File: config.mk
export PLATFORM = sky130hd
export DESIGN_NAME = sample_voice
export DESIGN_NICKNAME = d
export VERILOG_FILES = /design/src/rtl/voice_pkg.sv /design/src/rtl/voice_rate.sv /design/src/rtl/voice_walker.sv /design/src/rtl/voice_decoder.sv /design/src/rtl/voice_scale.sv /design/src/rtl/sample_voice.sv
export SDC_FILE = /design/constraint.sdc
export NUM_CORES = 1
export LEC_CHECK = 0
export ABC_AREA = 0
export BUFFER_PORTS_ARGS = -buffer_cell sky130_fd_sc_hd__buf_2
export CAP_MARGIN = 5
export CORE_AREA = 2 2 138 153
export DETAILED_ROUTE_END_ITERATION = 7
export DIE_AREA = 0 0 140 155
export PLACE_DENSITY = 0.8
export SYNTH_ARGS = -nofsm -noshare
export SYNTH_HDL_FRONTEND = slang
export SYNTH_HIERARCHICAL = 1
export SYNTH_SLANG_ARGS = --single-unit
export TNS_END_PERCENT = 5
File: constraint.sdc
create_clock -name clk -period 5.6 [get_ports clk]
set_input_delay 0.28 -clock clk [delete_from_list [all_inputs] [get_ports clk]]
set_output_delay 0.28 -clock clk [all_outputs]
set_load 0.02 [all_outputs]
File: src/rtl/voice_pkg.sv
package voice_pkg;

   localparam int unsigned BYTE_W = 8;
   localparam int unsigned NIB_W  = 4;
   localparam int unsigned POS_W  = 4;

   // sub-byte position constants
   localparam logic [POS_W-1:0] POS_INIT = 4'd4;
   localparam logic [POS_W-1:0] POS_HALF = 4'd8;

   // default signed delta per 4-bit code, index 15 on the left
   localparam logic [15:0][7:0] VOICE_DELTA_LUT = {
      8'hFF, 8'hFE, 8'hFC, 8'hF8, 8'hF0, 8'hE0, 8'hC0, 8'h80,
      8'h40, 8'h20, 8'h10, 8'h08, 8'h04, 8'h02, 8'h01, 8'h00
   };

   typedef struct packed {
      logic adpcm;
      logic reverse;
      logic loop;
   } voice_mode_t;

endpackage

File: src/rtl/voice_rate.sv
module voice_rate #(
   parameter int unsigned PITCH_W  = 12,
   parameter int unsigned STEP_INC = 1
) (
   input  logic               clk,
   input  logic               rst_n,
   input  logic               restart,
   input  logic               active,
   input  logic               tick_en,
   input  logic [PITCH_W-1:0] pitch,
   output logic               step
);
   localparam int unsigned CNT_W = PITCH_W + 2;
   localparam logic [CNT_W-1:0] WRAP = CNT_W'(1) << PITCH_W;
   localparam logic [CNT_W-1:0] INC  = CNT_W'(STEP_INC);

   if (STEP_INC < 1 || STEP_INC > (1 << PITCH_W)) begin : g_bad_inc
      $error("voice_rate: STEP_INC must lie in 1 .. 2**PITCH_W");
   end

   logic [CNT_W-1:0] cnt;
   logic [CNT_W-1:0] sum;
   logic [CNT_W-1:0] pitch_x;

   assign pitch_x = CNT_W'(pitch);
   assign sum     = cnt + INC;
   assign step    = active && tick_en && (sum >= WRAP);

   always_ff @(posedge clk or negedge rst_n) begin
      if (!rst_n) begin
         cnt <= '0;
      end else if (restart) begin
         cnt <= pitch_x;
      end else if (active && tick_en) begin
         cnt <= step ? (sum - WRAP + pitch_x) : sum;
      end
   end

   // without a tick or a restart the counter holds
   p_idle_hold_r11 : assert property (@(posedge clk) disable iff (!rst_n)
      (!tick_en && !restart) |=> $stable(cnt));

   // the counter never runs past twice the step threshold
   p_cnt_bound_r2 : assert property (@(posedge clk) disable iff (!rst_n)
      cnt < (WRAP << 1));

endmodule

File: src/rtl/voice_walker.sv
module voice_walker
   import voice_pkg::*;
#(
   parameter int unsigned ADDR_W = 21,
   parameter int unsigned LEN_W  = 16
) (
   input  logic              clk,
   input  logic              rst_n,
   input  logic              key_on,
   input  logic              key_off,
   input  logic              step,
   input  logic [ADDR_W-1:0] cfg_start,
   input  logic [LEN_W-1:0]  cfg_length,
   input  voice_mode_t       mode,
   output logic              busy,
   output logic              rd_en,
   output logic [ADDR_W-1:0] rd_addr,
   output logic              nib_hi,
   output logic              acc_clear
);
   localparam int unsigned REM_W = LEN_W + 1;

   logic              enable;
   logic [ADDR_W-1:0] addr;
   logic [REM_W-1:0]  remain;
   logic [POS_W-1:0]  pos;

   logic              fire;
   logic              moved;
   logic [POS_W-1:0]  pos_up;
   logic [POS_W-1:0]  pos_next;
   logic [ADDR_W-1:0] addr_mv;
   logic [REM_W-1:0]  remain_dec;
   logic              ended;
   logic              reload;
   logic [ADDR_W-1:0] addr_next;
   logic [REM_W-1:0]  remain_next;

   assign fire       = step && !key_on && !key_off;
   assign moved      = pos < POS_HALF;
   assign pos_up     = moved ? (pos + POS_HALF) : pos;
   assign pos_next   = pos_up - (mode.adpcm ? POS_INIT : POS_HALF);
   assign addr_mv    = mode.reverse ? (addr - ADDR_W'(1)) : (addr + ADDR_W'(1));
   assign remain_dec = remain - REM_W'(1);
   assign ended      = moved && remain_dec[REM_W-1];
   assign reload     = ended && mode.loop;

   always_comb begin
      addr_next   = addr;
      remain_next = remain;
      if (moved) begin
         addr_next   = reload ? cfg_start : addr_mv;
         remain_next = reload ? REM_W'(cfg_length) : remain_dec;
      end
   end

   assign rd_en     = fire;
   assign rd_addr   = addr_next;
   assign nib_hi    = mode.adpcm && (mode.reverse ? !pos_next[2] : pos_next[2]);
   assign acc_clear = fire && reload;

   always_ff @(posedge clk or negedge rst_n) begin
      if (!rst_n) begin
         enable <= 1'b0;
         busy   <= 1'b0;
         addr   <= '0;
         remain <= '0;
         pos    <= POS_INIT;
      end else if (key_on) begin
         enable <= 1'b1;
         busy   <= 1'b1;
         addr   <= cfg_start;
         remain <= REM_W'(cfg_length);
         pos    <= POS_INIT;
      end else if (key_off) begin
         enable <= 1'b0;
         busy   <= 1'b0;
      end else if (fire) begin
         addr   <= addr_next;
         remain <= remain_next;
         pos    <= pos_next;
         if (ended && !mode.loop) begin
            busy <= 1'b0;
         end
      end
   end

   // playing implies the voice is keyed on
   p_busy_enabled_r10 : assert property (@(posedge clk) disable iff (!rst_n)
      busy |-> enable);

   // the sub-byte position only ever takes the values 4, 8 or 12
   p_pos_legal_r4 : assert property (@(posedge clk) disable iff (!rst_n)
      (pos == 4'd4) || (pos == 4'd8) || (pos == 4'd12));

   // key-on loads the start address and starts playback
   p_keyon_load_r2 : assert property (@(posedge clk) disable iff (!rst_n)
      key_on |=> (busy && addr == $past(cfg_start)));

   // a read without a loop restart lands within one byte of the held address
   p_addr_near_r3 : assert property (@(posedge clk) disable iff (!rst_n)
      (rd_en && !acc_clear) |->
         (rd_addr == addr) || (rd_addr == addr + ADDR_W'(1)) || (rd_addr == addr - ADDR_W'(1)));

   // no read is issued while idle
   p_idle_no_read_r1 : assert property (@(posedge clk) disable iff (!rst_n)
      !busy |-> !rd_en);

endmodule

File: src/rtl/voice_decoder.sv
module voice_decoder
   import voice_pkg::*;
#(
   parameter int unsigned ACC_W   = 16,
   parameter int unsigned DELTA_W = 8,
   parameter logic [15:0][DELTA_W-1:0] DELTA_LUT = VOICE_DELTA_LUT
) (
   input  logic                    clk,
   input  logic                    rst_n,
   input  logic                    restart,
   input  logic                    acc_clear,
   input  logic                    rd_en,
   input  logic                    nib_hi,
   input  logic                    adpcm,
   input  logic [BYTE_W-1:0]       rd_data,
   output logic signed [ACC_W-1:0] base
);
   if (ACC_W <= BYTE_W) begin : g_bad_acc
      $error("voice_decoder: ACC_W must exceed the byte width");
   end
   if (DELTA_W > ACC_W) begin : g_bad_delta
      $error("voice_decoder: DELTA_W must not exceed ACC_W");
   end

   logic                    pend;
   logic                    pend_hi;
   logic                    pend_adpcm;
   logic [BYTE_W-1:0]       data_q;
   logic signed [ACC_W-1:0] acc;
   logic [NIB_W-1:0]        nib;
   logic [DELTA_W-1:0]      delta_raw;
   logic [ACC_W-1:0]        delta_x;
   logic [ACC_W-1:0]        pcm_x;

   assign nib       = pend_hi ? rd_data[7:4] : rd_data[3:0];
   assign delta_raw = DELTA_LUT[nib];

   if (DELTA_W == ACC_W) begin : g_delta_full
      assign delta_x = delta_raw;
   end else begin : g_delta_ext
      assign delta_x = {{(ACC_W-DELTA_W){delta_raw[DELTA_W-1]}}, delta_raw};
   end

   assign pcm_x = {{(ACC_W-BYTE_W){data_q[BYTE_W-1]}}, data_q};
   assign base  = adpcm ? acc : $signed(pcm_x);

   always_ff @(posedge clk or negedge rst_n) begin
      if (!rst_n) begin
         pend       <= 1'b0;
         pend_hi    <= 1'b0;
         pend_adpcm <= 1'b0;
         data_q     <= '0;
         acc        <= '0;
      end else if (restart) begin
         pend       <= 1'b0;
         pend_hi    <= 1'b0;
         pend_adpcm <= 1'b0;
         data_q     <= '0;
         acc        <= '0;
      end else begin
         pend       <= rd_en;
         pend_hi    <= nib_hi;
         pend_adpcm <= adpcm;
         if (pend) begin
            data_q <= rd_data;
         end
         if (acc_clear) begin
            acc <= '0;
         end else if (pend && pend_adpcm && (nib != '0)) begin
            acc <= acc + $signed(delta_x);
         end
      end
   end

   // a zero code leaves the accumulator untouched
   p_zero_code_hold_r5 : assert property (@(posedge clk) disable iff (!rst_n)
      (pend && nib == '0 && !acc_clear && !restart) |=> $stable(acc));

   // a loop restart empties the accumulator
   p_loop_clear_r8 : assert property (@(posedge clk) disable iff (!rst_n)
      (acc_clear && !restart) |=> (acc == '0));

endmodule

File: src/rtl/voice_scale.sv
module voice_scale #(
   parameter int unsigned ACC_W = 16,
   parameter int unsigned VOL_W = 7
) (
   input  logic signed [ACC_W-1:0]       base,
   input  logic        [VOL_W-1:0]       volume,
   input  logic                          active,
   output logic signed [ACC_W+VOL_W-1:0] scaled
);
   localparam int unsigned OUT_W = ACC_W + VOL_W;

   logic signed [VOL_W:0] vol_s;
   logic signed [OUT_W:0] prod;

   assign vol_s  = {1'b0, volume};
   assign prod   = (OUT_W+1)'(base) * (OUT_W+1)'(vol_s);
   assign scaled = active ? prod[OUT_W-1:0] : '0;

   // a zero volume always gives silence
   always_comb begin
      if (volume == '0) begin
         a_zero_vol_r9 : assert (scaled == '0);
      end
   end

endmodule

File: src/rtl/sample_voice.sv
module sample_voice
   import voice_pkg::*;
#(
   parameter int unsigned PITCH_W  = 12,
   parameter int unsigned LEN_W    = 16,
   parameter int unsigned ADDR_W   = 21,
   parameter int unsigned VOL_W    = 7,
   parameter int unsigned ACC_W    = 16,
   parameter int unsigned DELTA_W  = 8,
   parameter int unsigned STEP_INC = 1,
   parameter logic [15:0][DELTA_W-1:0] DELTA_LUT = VOICE_DELTA_LUT,
   localparam int unsigned OUT_W   = ACC_W + VOL_W
) (
   input  logic                    clk,
   input  logic                    rst_n,
   input  logic                    tick_en,
   input  logic                    key_on,
   input  logic                    key_off,
   input  logic [PITCH_W-1:0]      cfg_pitch,
   input  logic [LEN_W-1:0]        cfg_length,
   input  logic [ADDR_W-1:0]       cfg_start,
   input  logic [VOL_W-1:0]        cfg_volume,
   input  logic                    cfg_adpcm,
   input  logic                    cfg_reverse,
   input  logic                    cfg_loop,
   output logic                    mem_rd_en,
   output logic [ADDR_W-1:0]       mem_rd_addr,
   input  logic [BYTE_W-1:0]       mem_rd_data,
   output logic signed [OUT_W-1:0] sample_out,
   output logic                    busy
);
   if (PITCH_W < 2 || LEN_W < 1 || ADDR_W < 1 || VOL_W < 1) begin : g_bad_widths
      $error("sample_voice: field widths too small");
   end

   voice_mode_t             mode;
   logic                    step;
   logic                    nib_hi;
   logic                    acc_clear;
   logic signed [ACC_W-1:0] base;

   assign mode = '{adpcm: cfg_adpcm, reverse: cfg_reverse, loop: cfg_loop};

   voice_rate #(
      .PITCH_W  (PITCH_W),
      .STEP_INC (STEP_INC)
   ) u_rate (
      .clk     (clk),
      .rst_n   (rst_n),
      .restart (key_on),
      .active  (busy),
      .tick_en (tick_en),
      .pitch   (cfg_pitch),
      .step    (step)
   );

   voice_walker #(
      .ADDR_W (ADDR_W),
      .LEN_W  (LEN_W)
   ) u_walker (
      .clk        (clk),
      .rst_n      (rst_n),
      .key_on     (key_on),
      .key_off    (key_off),
      .step       (step),
      .cfg_start  (cfg_start),
      .cfg_length (cfg_length),
      .mode       (mode),
      .busy       (busy),
      .rd_en      (mem_rd_en),
      .rd_addr    (mem_rd_addr),
      .nib_hi     (nib_hi),
      .acc_clear  (acc_clear)
   );

   voice_decoder #(
      .ACC_W     (ACC_W),
      .DELTA_W   (DELTA_W),
      .DELTA_LUT (DELTA_LUT)
   ) u_decoder (
      .clk       (clk),
      .rst_n     (rst_n),
      .restart   (key_on),
      .acc_clear (acc_clear),
      .rd_en     (mem_rd_en),
      .nib_hi    (nib_hi),
      .adpcm     (cfg_adpcm),
      .rd_data   (mem_rd_data),
      .base      (base)
   );

   voice_scale #(
      .ACC_W (ACC_W),
      .VOL_W (VOL_W)
   ) u_scale (
      .base   (base),
      .volume (cfg_volume),
      .active (busy),
      .scaled (sample_out)
   );

   // key-off alone silences the voice on the next cycle
   p_keyoff_silent_r10 : assert property (@(posedge clk) disable iff (!rst_n)
      (key_off && !key_on) |=> (!busy && sample_out == '0));

endmodule

==> impl_metrics.py <==
metrics = {
    "critical_path": {
        "arrival_ps": 5220,
        "path_class": "reg2out",
        "slowest_stage": "fa_1",
        "cp-start-kind": "register",
        "worstPathCellList": "mux2_4 > and2_1 > fa_1 > fa_1 > inv_1 > fa_1 > fa_1 > inv_1 > ha_2 > nand3_1 > o211ai_2 > nand4_1 > buf_4 > a211oi_2 > nor3_1 > nor3_1 > buf_2",
        "endpoint_kind": "output pin",
        "cp.required_ps": 5320,
        "cpMostUsedCell": "fa_1",
        "worstPathMaxFanout": 7,
        "critPathMaxStageDelay_ps": 550,
    },
    "timing": {
        "rsz0062_at_grt": "true",
        "setup_viol": 0,
        "slew_violations": 0,
        "max_freq_mhz": 182,
        "skew_ps": 8.19,
        "min_period_ps": 5500,
        "finalCritPeriodShare_pct": 98.3,
        "slew_headroom_pct": 31.1,
        "setup_ws_ps": 97.4,
        "tightest_slew_ps": 1030,
        "tns_ps": 0,
        "finalHoldViolCount": 0,
    },
    "clock_network": {
        "clockBufferDepth": 2,
        "cts_tree": "done",
        "cts-htree-levels": 3,
        "root_buffer": "clkbuf_16",
        "clk_latency_ps": 350,
        "clk_pin_slew_ps": 70,
        "numCtsBuffers": 9,
        "clkSinkCount": 82,
    },
    "synth": {
        "synth.area.top_cells": "dfrtp_1 17%, fa_1 15%, ha_1 11%",
        "async_flop_share_pct": 100,
        "muxShareOfSynthArea_pct": 4.38,
        "yosys.area_share.xor_xnor_pct": 4.65,
        "yosysSeqAreaShare_pct": 17.3,
        "yosysTopAreaCellShare_pct": 17.1,
        "synth_compound_area_share_pct": 18.6,
        "syn_area_um2": 11900,
        "avgSynthCellArea_um2": 8.18,
        "synth-edff-count": 0,
        "synth_warnings": 6,
        "synth_most_common_cell": "nand2_1",
        "synth_fp_nets": 1712,
        "synthFlopType": "dfrtp_1",
        "synthAdderAreaFrac_pct": 25.3,
        "synth_top_family_by_area": "adder cells",
        "ys_ff_latch": 82,
        "netlist_instances": 1452,
        "synth-simple-area-share_pct": 22.5,
        "ys_types": 96,
        "netlist_top_cells_count": "161 x nand2_1, 153 x inv_1, 103 x a21oi_1",
        "synth_largest_area_cell": "dfrtp_1",
    },
    "layout": {
        "final_area_um2": 13200,
        "fin_nets": 1810,
        "drive_above_1_share_pct": 15.8,
        "area_growth_pct": 11.5,
        "instances_no_fill": 1812,
    },
    "detailed_routing": {
        "wl_per_cell_um": 16.4,
        "routed_wirelength_mm": 29.7,
        "drc": 14,
        "ant_nets": 0,
        "drt-vias-per-instance": 5.97,
        "drtIter0Drc": 679,
        "vias": 10800,
        "drtPass1Iterations": 8,
    },
    "job": {
        "cap_violations": 0,
    },
    "floorplan": {
        "die_area_um2": 21700,
        "io_pins": 118,
        "rows": 55,
        "core_area_um2": 20300,
        "die-height_um": 155,
        "start_util_pct": 58.5,
        "fp.dieW_um": 140,
    },
    "global_routing": {
        "grt_pass1_vias": 10700,
        "grt_use_met1_pct": 33.6,
        "grt_max_degree": 57,
        "antenna_found_initial": 2,
        "track_usage_pct": 27.4,
        "use_met2_pct": 49.9,
        "grt_pass1_wl_mm": 49.7,
        "grtUsageMet3_pct": 3.45,
        "grt-ovfl-total": 0,
        "busiest_layer": "met2",
    },
    "placement": {
        "placed_cells": 1784,
        "gp_congestion": 0.927,
        "pre_cts_slack_ps": 105,
        "placed_area_um2": 12600,
        "dp_hpwl_mm": 22.4,
        "io_buffers": 117,
    },
    "power": {
        "ir_drop_mv": 0.186,
        "p_leak_nw": 6.38,
        "p_per_area_nw_per_um2": 159,
    },
    "run_status": {
        "violations": "DRC",
        "outcome": "finished with violations",
    },
    "worst_hold_path": {
        "holdCritPathClass": "in2reg",
    },
}
==> through the flow <==
step	hold WS, ps	total power [mW]	utilization [%]
after floorplan	-15.6	1.28	-
after detailed placement	284	1.51	62.1
after CTS	139	2.11	63.7
after global routing	152	2.24	65.2
after global placement	282	1.49	62.1
final	147	2.11	65.2
==> worst paths after layout <==
check	from	endpoint	slack (ps)	cells after the start
min in group asynchronous	rst_n	u_walker/addr[12]	430	2
max	u_decoder/acc[1]	sample_out[20]	100	17
max reg2reg	u_rate/cnt[0]	u_walker/addr[20]	1600	12
max in group asynchronous	rst_n	u_decoder/data_q[7]	4120	3
min reg2reg	u_walker/pos[2]	u_walker/pos[2]	500	2
min	cfg_start[9]	u_walker/addr[9]	150	3
==> timing repair <==
item / CTS / global route
hold buffers: 1 / 0
gates resized for setup: 4 / 56
setup endpoints to repair: 4 / 8
endpoints found under the hold margin: 35 / 0
gates cloned: 0 / 1
buffers inserted: 0 / 9
pin swaps: 0 / 16
==> layout make-up <==
| class | count | area, µm² |
|---|---|---|
| clock inverter | 7 | 63.8 |
| timing repair buffer | 141 | 778 |
| fill | 1714 | 7060 |
| multi-input combinational | 1160 | 9210 |
| sequential | 82 | 2050 |
| inverter | 156 | 586 |
| clock buffer | 9 | 225 |
| antenna | 1 | 2.50 |
| tap | 256 | 320 |
==> routing by layer <==
| metal | part of all wire, % | vias up | wire [µm] |
|---|---|---|---|
| met3 | 4.8 | 59 | 1440 |
| li1 | - | 5217 | - |
| met5 | 0 | - | 0 |
| met2 | 51 | 337 | 15000 |
| met1 | 42 | 5213 | 12400 |
| met4 | 2.5 | 0 | 740 |
==> cells by family (layout without fill, tap and decap cells) <==
family,Yosys count,count (layout)
other,0,1
adders and majority gates,188,188
muxes,49,49
buffers and inverters,211,313
xor gates and xnor gates,63,63
DFF,82,82
AOI/OAI and AO/OA,342,342
and+or+nand+nor,517,518
==> report_power, final <==
group	total, mW	switching [mW]	internal (mW)	leakage [nW]
Sequential	0.702	0.0631	0.639	1.04
Combinational	0.807	0.484	0.322	5.19
Clock	0.603	0.289	0.314	0.144
==> worst max-delay path, delay by kind of cell (launching register included) <==
family                     cells  cell delay (ps)
buffers and inverters          4              480
muxes                          1              310
adders and majority gates      5             2380
DFF                            1              420
and+or+nand+nor                5              730
AOI/OAI and AO/OA              2              550
==> flip-flops by register name (all words and copies together) (netlist names) <==
signal / cells
u_decoder/acc: 16
u_decoder/data_q: 8
u_decoder/pend: 1
u_decoder/pend_adpcm: 1
u_decoder/pend_hi: 1
u_rate/cnt: 14
u_walker/addr: 21
u_walker/busy: 1
u_walker/pos: 2
u_walker/remain: 17
==> cells in the final DEF (no fill, tap or decap), types with 6 or more instances in the layout <==
master	n
o21ai_1	9
a31oi_1	13
a21o_1	22
a22oi_1	11
nand2_1	150
o21a_1	8
a21oi_1	99
ha_1	89
buf_2	113
inv_1	153
nor2b_1	11
dfrtp_1	80
xnor2_1	37
clkbuf_16	9
inv_6	6
or3_1	8
mux2i_1	34
o21ai_0	77
mux2_2	13
o22ai_1	7
or2_2	7
nand4_1	16
xor2_1	26
ha_2	7
nand2_4	8
nand2b_1	8
a311oi_1	7
fa_1	87
nor3b_1	9
nand3_1	30
nor4_1	6
nor3_1	33
and3_1	7
buf_4	27
nor2_1	97
and2_1	86
No activity file was read; power rests on OpenSTA's default activity.
